### src/rtl/ps2rx_pkg.sv
package ps2rx_pkg;
  localparam int FRAME_BITS = 11;
  localparam int IDX_W      = 4;

  // A frame is accepted when the first bit is 0, the last bit is 1 and
  // the nine data+parity bits contain an odd number of ones.
  function automatic logic frame_good(input logic [FRAME_BITS-1:0] f);
    return (f[0] == 1'b0) && (f[FRAME_BITS-1] == 1'b1) && (^f[9:1] == 1'b1);
  endfunction

  function automatic logic [7:0] frame_payload(input logic [FRAME_BITS-1:0] f);
    return f[8:1];
  endfunction
endpackage

### src/rtl/ps2rx_line_filt.sv
module ps2rx_line_filt #(
  parameter int SYNC_STAGES = 2,
  parameter int FILT_LEN    = 8
) (
  input  logic clk,
  input  logic rst_n,
  input  logic line_i,
  output logic level_o
);
  localparam int CW = $clog2(FILT_LEN + 1);

  logic [SYNC_STAGES-1:0] sync_q;
  logic [CW-1:0]          cnt_q;
  logic                   lvl_q;
  logic                   s_lvl;

  assign s_lvl   = sync_q[SYNC_STAGES-1];
  assign level_o = lvl_q;

  always_ff @(posedge clk or negedge rst_n) begin
    if (!rst_n) sync_q <= '1;
    else        sync_q <= {sync_q[SYNC_STAGES-2:0], line_i};
  end

  // A new level is taken only after FILT_LEN consecutive differing samples.
  always_ff @(posedge clk or negedge rst_n) begin
    if (!rst_n) begin
      lvl_q <= 1'b1;
      cnt_q <= '0;
    end else if (s_lvl == lvl_q) begin
      cnt_q <= '0;
    end else if (cnt_q == CW'(FILT_LEN - 1)) begin
      lvl_q <= s_lvl;
      cnt_q <= '0;
    end else begin
      cnt_q <= cnt_q + 1'b1;
    end
  end
endmodule

### src/rtl/ps2rx_gap_timer.sv
module ps2rx_gap_timer #(
  parameter int LIMIT = 5000
) (
  input  logic clk,
  input  logic rst_n,
  input  logic run_i,
  input  logic kick_i,
  output logic expire_o
);
  localparam int TW = $clog2(LIMIT + 1);

  logic [TW-1:0] cnt_q;
  logic          hit;

  assign hit = run_i && !kick_i && (cnt_q == TW'(LIMIT - 1));

  always_ff @(posedge clk or negedge rst_n) begin
    if (!rst_n) begin
      cnt_q    <= '0;
      expire_o <= 1'b0;
    end else begin
      expire_o <= hit;
      if (!run_i || kick_i || hit) cnt_q <= '0;
      else                         cnt_q <= cnt_q + 1'b1;
    end
  end
endmodule

### src/rtl/ps2rx_frame_asm.sv
module ps2rx_frame_asm
  import ps2rx_pkg::*;
(
  input  logic             clk,
  input  logic             rst_n,
  input  logic             bit_evt_i,
  input  logic             bit_i,
  input  logic             abort_i,
  output logic [7:0]       byte_o,
  output logic             valid_o,
  output logic             err_o,
  output logic [IDX_W-1:0] idx_o
);
  logic [FRAME_BITS-1:0] sh_q;
  logic [FRAME_BITS-1:0] sh_n;
  logic [IDX_W-1:0]      idx_q;
  logic                  last_bit;

  assign sh_n     = {bit_i, sh_q[FRAME_BITS-1:1]};
  assign last_bit = (idx_q == IDX_W'(FRAME_BITS - 1));
  assign idx_o    = idx_q;

  always_ff @(posedge clk or negedge rst_n) begin
    if (!rst_n) begin
      sh_q    <= '1;
      idx_q   <= '0;
      byte_o  <= '0;
      valid_o <= 1'b0;
      err_o   <= 1'b0;
    end else begin
      valid_o <= 1'b0;
      err_o   <= 1'b0;
      if (abort_i) begin
        idx_q <= '0;
      end else if (bit_evt_i) begin
        sh_q <= sh_n;
        if (last_bit) begin
          idx_q <= '0;
          if (frame_good(sh_n)) begin
            valid_o <= 1'b1;
            byte_o  <= frame_payload(sh_n);
          end else begin
            err_o <= 1'b1;
          end
        end else begin
          idx_q <= idx_q + 1'b1;
        end
      end
    end
  end
endmodule

### src/rtl/ps2_host_rx.sv
module ps2_host_rx
  import ps2rx_pkg::*;
#(
  parameter int CLKS_PER_US = 50,
  parameter int GAP_US      = 100,
  parameter int FILT_LEN    = 8,
  parameter int SYNC_STAGES = 2
) (
  input  logic       clk,
  input  logic       rst_n,
  input  logic       line_clk_i,
  input  logic       line_dat_i,
  output logic [7:0] rx_byte_o,
  output logic       rx_valid_o,
  output logic       rx_err_o
);
  localparam int GAP_CYC = CLKS_PER_US * GAP_US;
  localparam int N_LINES = 2;

  logic [N_LINES-1:0] raw_lines;
  logic [N_LINES-1:0] clean_lines;
  logic               clk_prev_q;
  logic               bit_evt;
  logic               gap_expire;
  logic [IDX_W-1:0]   bit_idx;

  assign raw_lines = {line_dat_i, line_clk_i};

  for (genvar g = 0; g < N_LINES; g++) begin : g_line
    ps2rx_line_filt #(.SYNC_STAGES(SYNC_STAGES), .FILT_LEN(FILT_LEN)) u_filt (
      .clk(clk), .rst_n(rst_n), .line_i(raw_lines[g]), .level_o(clean_lines[g])
    );
  end

  always_ff @(posedge clk or negedge rst_n) begin
    if (!rst_n) clk_prev_q <= 1'b1;
    else        clk_prev_q <= clean_lines[0];
  end

  assign bit_evt = clk_prev_q && !clean_lines[0];

  ps2rx_gap_timer #(.LIMIT(GAP_CYC)) u_gap (
    .clk(clk), .rst_n(rst_n), .run_i(bit_idx != '0),
    .kick_i(bit_evt), .expire_o(gap_expire)
  );

  ps2rx_frame_asm u_asm (
    .clk(clk), .rst_n(rst_n), .bit_evt_i(bit_evt), .bit_i(clean_lines[1]),
    .abort_i(gap_expire), .byte_o(rx_byte_o), .valid_o(rx_valid_o),
    .err_o(rx_err_o), .idx_o(bit_idx)
  );
endmodule

### config.mk
export PLATFORM = sky130hd
export DESIGN_NAME = ps2_host_rx
export DESIGN_NICKNAME = d
export VERILOG_FILES = /design/src/rtl/ps2rx_pkg.sv /design/src/rtl/ps2rx_line_filt.sv /design/src/rtl/ps2rx_gap_timer.sv /design/src/rtl/ps2rx_frame_asm.sv /design/src/rtl/ps2_host_rx.sv
export SDC_FILE = /design/constraint.sdc
export NUM_CORES = 1
export LEC_CHECK = 0
export CAP_MARGIN = 0
export CORE_MARGIN = 8
export CORE_UTILIZATION = 55
export CTS_CLUSTER_DIAMETER = 50
export CTS_CLUSTER_SIZE = 16
export DETAILED_ROUTE_END_ITERATION = 10
export HOLD_SLACK_MARGIN = 0.1
export PLACE_DENSITY = 0.8
export SLEW_MARGIN = 20
export SYNTH_ARGS = -nofsm -noshare
export SYNTH_HDL_FRONTEND = slang
export SYNTH_SLANG_ARGS = --single-unit
export TNS_END_PERCENT = 10
### constraint.sdc
create_clock -name clk -period 5.6 [get_ports clk]
set_input_delay 0.84 -clock clk [delete_from_list [all_inputs] [get_ports clk]]
set_output_delay 0.84 -clock clk [all_outputs]
set_load 0.005 [all_outputs]
After elaboration in Yosys (flattened, before gate mapping)

Index checks and enable logic that the tools add are counted.

Bitwise logic cells: 4
Add/subtract/negate cells: 4
Equality and inequality tests: 6
Reduce and logical (&&, ||, !) cells: 17
Muxes and demuxes: 16

Operator list:

| kind                                                             | count |
|---|---|
| 4-bit two-way mux                                                | 7 |
| 13-bit by 1-bit adder with 13-bit output (second input constant) | 1 |
| 13-bit == test (second input constant)                           | 1 |
| 13-bit two-way mux                                               | 1 |
| 4-bit by 1-bit adder with 4-bit output (second input constant)   | 3 |
| 9-bit parity                                                     | 1 |
| 4-bit by 3-bit == test with 1-bit output (second input constant) | 2 |
| 1-bit two-way mux                                                | 8 |
| 2-bit AND reduction                                              | 3 |
| 1-bit logical AND                                                | 5 |
| 4-bit == test (second input constant)                            | 1 |
| 1-bit NOT                                                        | 4 |
| 4-bit AND reduction                                              | 1 |
| 4-bit nonzero test                                               | 1 |
| 1-bit logical NOT                                                | 3 |
| 1-bit == test                                                    | 2 |
| 1-bit logical OR                                                 | 2 |
| 2-bit nonzero test                                               | 1 |

Input port bits: 4
Logic and storage cells: 61
Bits in registers: 54
Output and inout port bits: 10

Logic depth before layout (Yosys ltp)

Gate-level depths: netlist of the first run.

Depth after elaboration: 7
Mapped depth: 6
Mapped depth without buffers: 6

By module

A second synthesis of the first run with hierarchy kept.

Cell total of the unflattened synthesis: 186
Area, all modules: 2417.3 sq um

Modules (own cells, without submodules):

| module          | cells each | area each (sq um) | sequential area each (sq um) | instances |
|---|---|---|---|---|
| ps2rx_frame_asm | 78         | 1107.3            | 613.1                        | 1 |
| ps2rx_gap_timer | 67         | 691.9             | 350.3                        | 1 |
| ps2rx_line_filt | 19         | 289.0             | 178.9                        | 2 |
| ps2_host_rx     | 3          | 40.0              | 26.3                         | 1 |

Least setup slack after synthesis of the first run

OpenSTA, ideal clock, no wires.

Path type: register to register
From: reg u_asm.sh_q[7]
To: reg u_asm.byte_o[0]
Stages on the path, launching flop included: 5
Path slack: 3.686 ns
Clock period less this slack: 1.914 ns
Setup time: 0.125 ns
Path buffers: 0
Data arrival time: 1.789 ns
Path through: dfstp_2 xor2_1 xnor3_2 mux2i_4 mux2_2

Longest elaborated chain between the ends: 3

Ends and longest elaborated chain:

| what                                 | line                  | source |
|---|---|---|
| start, declared                      | ps2rx_frame_asm.sv:14 | `logic [FRAME_BITS-1:0] sh_q;` |
| start signal, assigned               | ps2rx_frame_asm.sv:36 | `sh_q <= sh_n;` |
| 9-bit parity                         | ps2rx_pkg.sv:8        | `return (f[0] == 1'b0) && (f[FRAME_BITS-1] == 1'b1) && (^f[9:1] == 1'b1);` |
| 1-bit logical AND                    | ps2rx_pkg.sv:8        |  |
| 4-bit AND reduction (no source line) | n/a                   |  |
| end signal, assigned                 | ps2rx_frame_asm.sv:41 | `byte_o <= frame_payload(sh_n);` |
| end, declared                        | ps2rx_frame_asm.sv:9  | `output logic [7:0] byte_o,` |

Every way passes these cells.
A chain may end at the register's enable or synchronous reset.

Final worst setup path of the first run

From: reg clk_prev_q
To: reg u_asm.byte_o[1]

Longest elaborated chain between the ends: 2

Ends and longest elaborated chain:

| what                                 | line              | source |
|---|---|---|
| start, declared                      | ps2_host_rx.sv:22 | `logic clk_prev_q;` |
| start signal, assigned               | ps2_host_rx.sv:37 | `else clk_prev_q <= clean_lines[0];` |
| 1-bit logical AND                    | ps2_host_rx.sv:40 | `assign bit_evt = clk_prev_q && !clean_lines[0];` |
| 4-bit AND reduction (no source line) | n/a               |  |

Every way passes these cells.

==> impl_results.md, run 1 <==
- Crit path arrival time: 2280 ps
- DP HPWL: 2460 um
- Setup Buffers After CTS: 0
- LEAKAGE: 1.19 nW
- Final core utilization: 0.626
- Hold Crit Class: flop to flop
- PortBufs: 13
- Largest net degree at the start of global routing: 54
- Crit path required time: 5800 ps
- Yosys reg bits: 53
- Grt ovf: 0
- Final worst path period need: 2090 ps
- Post-synthesis cell area: 2360 um^2
- Top-count cell post-synth: dfrtp_1
- Total negative setup slack: 0 ps
- Vias in the first global route: 1507
- Ant. Diodes: 0
- Most frequent cells after synthesis: dfrtp_1, nand2_1, nor2_1, dfstp_2, xnor2_1
- Post-route ant nets: 0
- Slew Viols, Final: 0
- DIE WIDTH: 81.5 um
- Initial antenna violation count: 0
- Synth area leaders: dfrtp_1, dfstp_2, nand2_1
- CTS Buf Count: 5
- CTS tree: yes
- Number of synthesized flops with an enable pin: 0
- Layout cells sized above 1: 0.205
- Die area: 6640 um^2
- Core ar.: 4230 um^2
- IO Pins: 14
- Placed cells: 268
- CP Max Fanout: 13
- Worst VDD drop: 0.202 mV
- Reg clk slew, reported paths: 90 ps
- PD cells: 371 nW/um^2
- Synth async-reset ratio: 1.00
- Slew HR: 0.576
- Top_reg_cell synth: dfrtp_1
- Synth top area share: 0.382
- Area growth from synthesis to layout: 12.5%
- Resized cells post-CTS: 0
- Drt wl/cell: 13.0 um
- Cell area after placement: 2540 um^2
- Fmax achieved: 479 MHz
- Element type at the critical path end: flop
- Crit start category: flop
- Status: finished clean
- Initial Util: 0.557
- First-pass GRT wire length: 6330 um
- DR vias/cell: 5.20
- Syn avg cell area: 11.6 um^2
- TritonRoute pass-1 iters: 4
- Sink Count: 53
- Gr usage total: 0.123
- Die Span Y: 81.5 um
- Net count after synthesis: 214
- Gpl congestion: 0.846
- Iter 0 DRT Violations: 54
- Netlist cell types: 38
- Yosys Warn Count: 0
- Clk_skew: 8.37 ps
- Final Hold Vio Count: 0
- Sequential cell area fraction in the yosys report: 0.571
- Post-Layout Cell Count: 276
- Nets@finish: 233
- Max cap viols: 0
- Root buffer cell: clkbuf_8
- Fin area: 2650 um^2
- Tot Pwr: 985 uW
- Worst-Margin Slew: 636 ps
- Endpoints failing setup: 0
- Setup Crit Path Kind: flop to flop
- Crit share post-route: 0.373
- DRC: 0
- H-Tree Depth: 2
- Synth area leader: dfrtp_1
- RSZ-0062 raised after global routing: no
- Mapped Cells: 204
- Post-Route WL: 3580 um
- Clk Latency, worst-skew pair: 300 ps
- CTS Buffer Depth: 2
- Hold-fix buffers, CTS: 0
- Num rows: 24
- Vias: 1436
[placed cells by master, fill, tap and decap left out, drive strengths merged, types with 8 or more instances in the layout]
cell            n
clkdlybuf4s50  12
dfrtp          36
dfstp          17
inv             8
mux2           11
nand2          35
nor2           23
nor3            8
xnor2          14
[kinds of logic (layout without fill, tap and decap cells)]
kind of cell | after synthesis | count (layout) | share of synthesized area
xor gates and xnor gates | 21 | 21 | 0.0902
and+or+nand+nor | 91 | 91 | 0.195
adders and majority gates | 6 | 6 | 0.0318
muxes | 12 | 12 | 0.0621
AOI/OAI and AO/OA | 10 | 10 | 0.0292
DFF | 53 | 53 | 0.571
buffers and inverters | 11 | 31 | 0.0207
[metal layers]
metal	routed length, um	global-route usage	vias to the layer above
li1	-	-	716
met1	1630	0.135	690
met2	1710	0.208	22
met3	162	0.0361	8
met4	83	0.0679	0
met5	0	0	-
[area by class of cell]
type	count	area (um^2)
clock buffer	6	72.6
clock inverter	2	35.0
fill	340	1580
inverter	8	30.0
multi-input combinational	140	962
sequential	53	1350
tap	52	65.1
timing repair buffer	15	140
[critical path, cell delays in order, from the launching register on]
cell	delay [ps]
dfstp_2	540
or3b_1	570
nor4_4	390
mux2i_4	180
mux2_2	300
[registers in the layout, summed over array words and instances, names as in the netlist]
| signal | flops |
|---|---|
| g_line.u_filt.level_o | 2 |
| u_gap.expire_o | 1 |
| u_asm.byte_o | 8 |
| u_asm.err_o | 1 |
| u_gap.cnt_q | 13 |
| u_asm.valid_o | 1 |
| u_asm.sh_q | 10 |
| clk_prev_q | 1 |
| u_asm.idx_o | 4 |
| g_line.u_filt.sync_q | 4 |
| g_line.u_filt.cnt_q | 8 |
[worst paths after layout]
kind / startpoint / endpoint / cells past startpoint / slack [ps]
min in group asynchronous: rst_n / g_line[1].u_filt.cnt_q[2] / 2 / 630
setup reg to reg: clk_prev_q / u_asm.byte_o[1] / 4 / 3510
hold / removal: g_line[1].u_filt.sync_q[0] / g_line[1].u_filt.sync_q[1] / 0 / 350
setup / recovery: clk_prev_q / u_asm.byte_o[1] / 4 / 3510
hold reg to reg: g_line[1].u_filt.sync_q[0] / g_line[1].u_filt.sync_q[1] / 0 / 350
max in group asynchronous: rst_n / g_line[0].u_filt.cnt_q[1] / 2 / 4530
[per-stage QoR]
step	worst slack (ps)	hold WS (ps)
global route	3410	354
CTS	3500	359
global placement	3530	346
floorplan	3690	345
detailed placement	3510	349
finish	3510	355
[power by group]
part / switching, mW / total, mW / internal [mW] / leakage (nW)
clock: 0.117 / 0.250 / 0.133 / 0.0552
sequential: 0.0473 / 0.495 / 0.447 / 0.667
combinational: 0.136 / 0.241 / 0.104 / 0.465
total: 0.301 / 0.985 / 0.684 / 1.19
Power figures use the tool's default switching activity.
==> run 2, diff against run 1 <==
- CORE_UTILIZATION: 55 -> 52
- PLACE_DENSITY: 0.8 -> 0.79
- clock period: 5.6 -> 1.9 ns (I/O delays scaled with it)
==> impl_results.md, run 2 (synthesis gave the netlist of run 1 again) <==
- Status: finished with violations
- Violated checks: negative setup slack
- Top flop regs: u_gap.cnt_q (13), u_asm.sh_q (10)
- Final core utilization: 0.662 (+0.0359)
- H-Tree Depth: 2 (unchanged)
- Slowest Stage Delay on Critical Path: 540 ps (-30 ps)
- Die Span Y: 83.3 um (+2.3%)
- Setup Crit Path Kind: flop to flop
- Worst setup margin: -56.4 ps (-3570 ps)
- Num rows: 24 (unchanged)
- Worst-Margin Slew: 640 ps (+4.40 ps)
- Largest Register: u_gap.cnt_q
- Final Hold Vio Count: 0 (unchanged)
- Gr usage total: 0.127 (+0.00431)
- Post-route ant nets: 0 (unchanged)
- Crit path arrival time: 2160 ps (-120 ps)
- CP Max Fanout: 8 (-5)
- LEAKAGE: 1.34 nW (+13%)
- CTS Buf Count: 5 (unchanged)
- PortBufs: 13 (unchanged)
- Largest net degree at the start of global routing: 54 (unchanged)
- Slew HR: 0.573 (-0.00294)
- Die area: 6950 um^2 (+4.6%)
- Cell area after placement: 2720 um^2 (+7.0%)
- Reg clk slew, reported paths: 100 ps (about the same)
- DRC: 0 (unchanged)
- Fmax achieved: 511 MHz (+6.7%)
- IO Pins: 14 (unchanged)
- Crit path required time: 2100 ps (-3700 ps)
- Ant. Diodes: 0 (unchanged)
- Clk Latency, worst-skew pair: 310 ps (about the same)
- Element type at the critical path end: flop
- Placed cells: 290 (+8.2%)
- Hold Crit Class: input pin to asynchronous set/reset pin
- Grt ovf: 0 (unchanged)
- Post-Layout Cell Count: 298 (+8.0%)
- DP HPWL: 2760 um (+12%)
- Initial Util: 0.542 (-0.0154)
- Post-Route WL: 4090 um (+14%)
- Most frequent cells in the layout: dfrtp_1, nand2_1, nor2_1, buf_4, dfstp_2
- Reg2Reg Setup Slack: -60 ps (-3570 ps)
- Vias in the first global route: 1625 (+7.8%)
- Slew Viols, Final: 0 (unchanged)
- CTS Buffer Depth: 2 (unchanged)
- Worst path cell trace: or3b_4 -> nor4_4 -> mux2i_4 -> buf_12 -> mux2_4
- Core ar.: 4350 um^2 (+2.8%)
- Layout cells sized above 1: 0.297 (+0.0914)
- DIE WIDTH: 83.3 um (+2.3%)
- CTS tree: yes
- DR vias/cell: 5.21 (about the same)
- Max reg flops: 13 (unchanged)
- Clk_skew: 9.61 ps (+1.24 ps)
- Root buffer cell: clkbuf_8
- Iter 0 DRT Violations: 72 (+33%)
- Worst VDD drop: 0.634 mV (+210%)
- Crit start category: flop
- Endpoints failing setup: 8 (+8)
- Most common cell after layout, fill and taps aside: dfrtp_1
- Crit path max-delay cell type: dfstp_2
- Max cap viols: 0 (unchanged)
- PD cells: 1050 nW/um^2 (+180%)
- R2r endpoint: u_asm.byte_o[5]
- First-pass GRT wire length: 7380 um (+17%)
- FF-to-FF Start: clk_prev_q
- Drt wl/cell: 13.7 um (+5.9%)
- Final worst path period need: 1960 ps (-130 ps)
- Area growth from synthesis to layout: 22.3%
- TritonRoute pass-1 iters: 4 (unchanged)
- Vias: 1552 (+8.1%)
- Gpl congestion: 0.766 (-9.5%)
- Reg2Reg Depth: 5 (+1)
- Initial antenna violation count: 0 (unchanged)
- Sink Count: 53 (unchanged)
- Nets@finish: 255 (+9.4%)
- Hold-fix buffers, CTS: 0 (unchanged)
- RSZ-0062 raised after global routing: yes
- Fin area: 2880 um^2 (+8.7%)
- Crit share post-route: 1.03 (+0.657)
[run 2: changes by cell type in the layout (fill, tap and decap cells not counted), sizes merged]
cell,before,now
clkinv,1,0
clkinvlp,0,2
bufinv,1,0
buf,3,25
[run 2: area by class of cell]
type                    instances  area, um^2
fillers                       332        1470
flip-flops and latches         53        1350
multi-input cells             140        1040
repair buffers                 37         318
clock buffers                   6        72.6
well taps                      52        65.1
inverters                       8        30.0
clock inverters                 2        15.0
[run 2: per-layer routing]
layer / global-route usage / up-vias / routed length, um
met5: 0 / - / 0
met4: 0.0447 / 0 / 45
met3: 0.0430 / 5 / 157
met2: 0.205 / 22 / 2020
met1: 0.153 / 768 / 1870
li1: - / 757 / -
[run 2: where the power goes]
part,internal [mW],switching [mW]
clock,0.260,0.369
sequential,1.32,0.113
combinational,0.459,0.497
total,2.04,0.979
[run 2: critical path, delay by kind of cell (launching register included)]
| family | cells | cell delay, ps |
|---|---|---|
| buffers and inverters | 1 | 160 |
| multiplexers | 2 | 410 |
| AND/OR/NAND/NOR | 2 | 750 |
| flip-flops | 1 | 540 |
[run 2: stage by stage]
step	hold WS (ps)	setup TNS [ps]	power, mW	setup slack [ps]
4_1_cts	104	-370	3.02	-53.9
2_1_floorplan	-10.6	0	2.07	11.2
5_1_grt	119	-785	3.23	-101
6_report	78.3	-404	3.02	-56.4
3_5_place_dp	347	-788	2.35	-107
3_3_place_gp	346	-525	2.32	-66.1
[run 2: worst max path at each step]
stage	slack [ps]	start	end	depth (start not counted)
2_1_floorplan	10	u_asm.sh_q[6]	u_asm.byte_o[0]	4
3_3_place_gp	-70	clk_prev_q	u_asm.byte_o[6]	5
3_5_place_dp	-110	clk_prev_q	u_asm.byte_o[5]	5
4_1_cts	-50	u_asm.sh_q[9]	u_asm.byte_o[5]	5
5_1_grt	-100	u_asm.sh_q[4]	u_asm.byte_o[0]	5
6_report	-60	clk_prev_q	u_asm.byte_o[5]	5
[run 2: what timing repair did]
item	CTS	global route
resized for setup	3	12
endpoints found under the setup margin	11	10
pin swaps	0	4
setup buffers	0	0
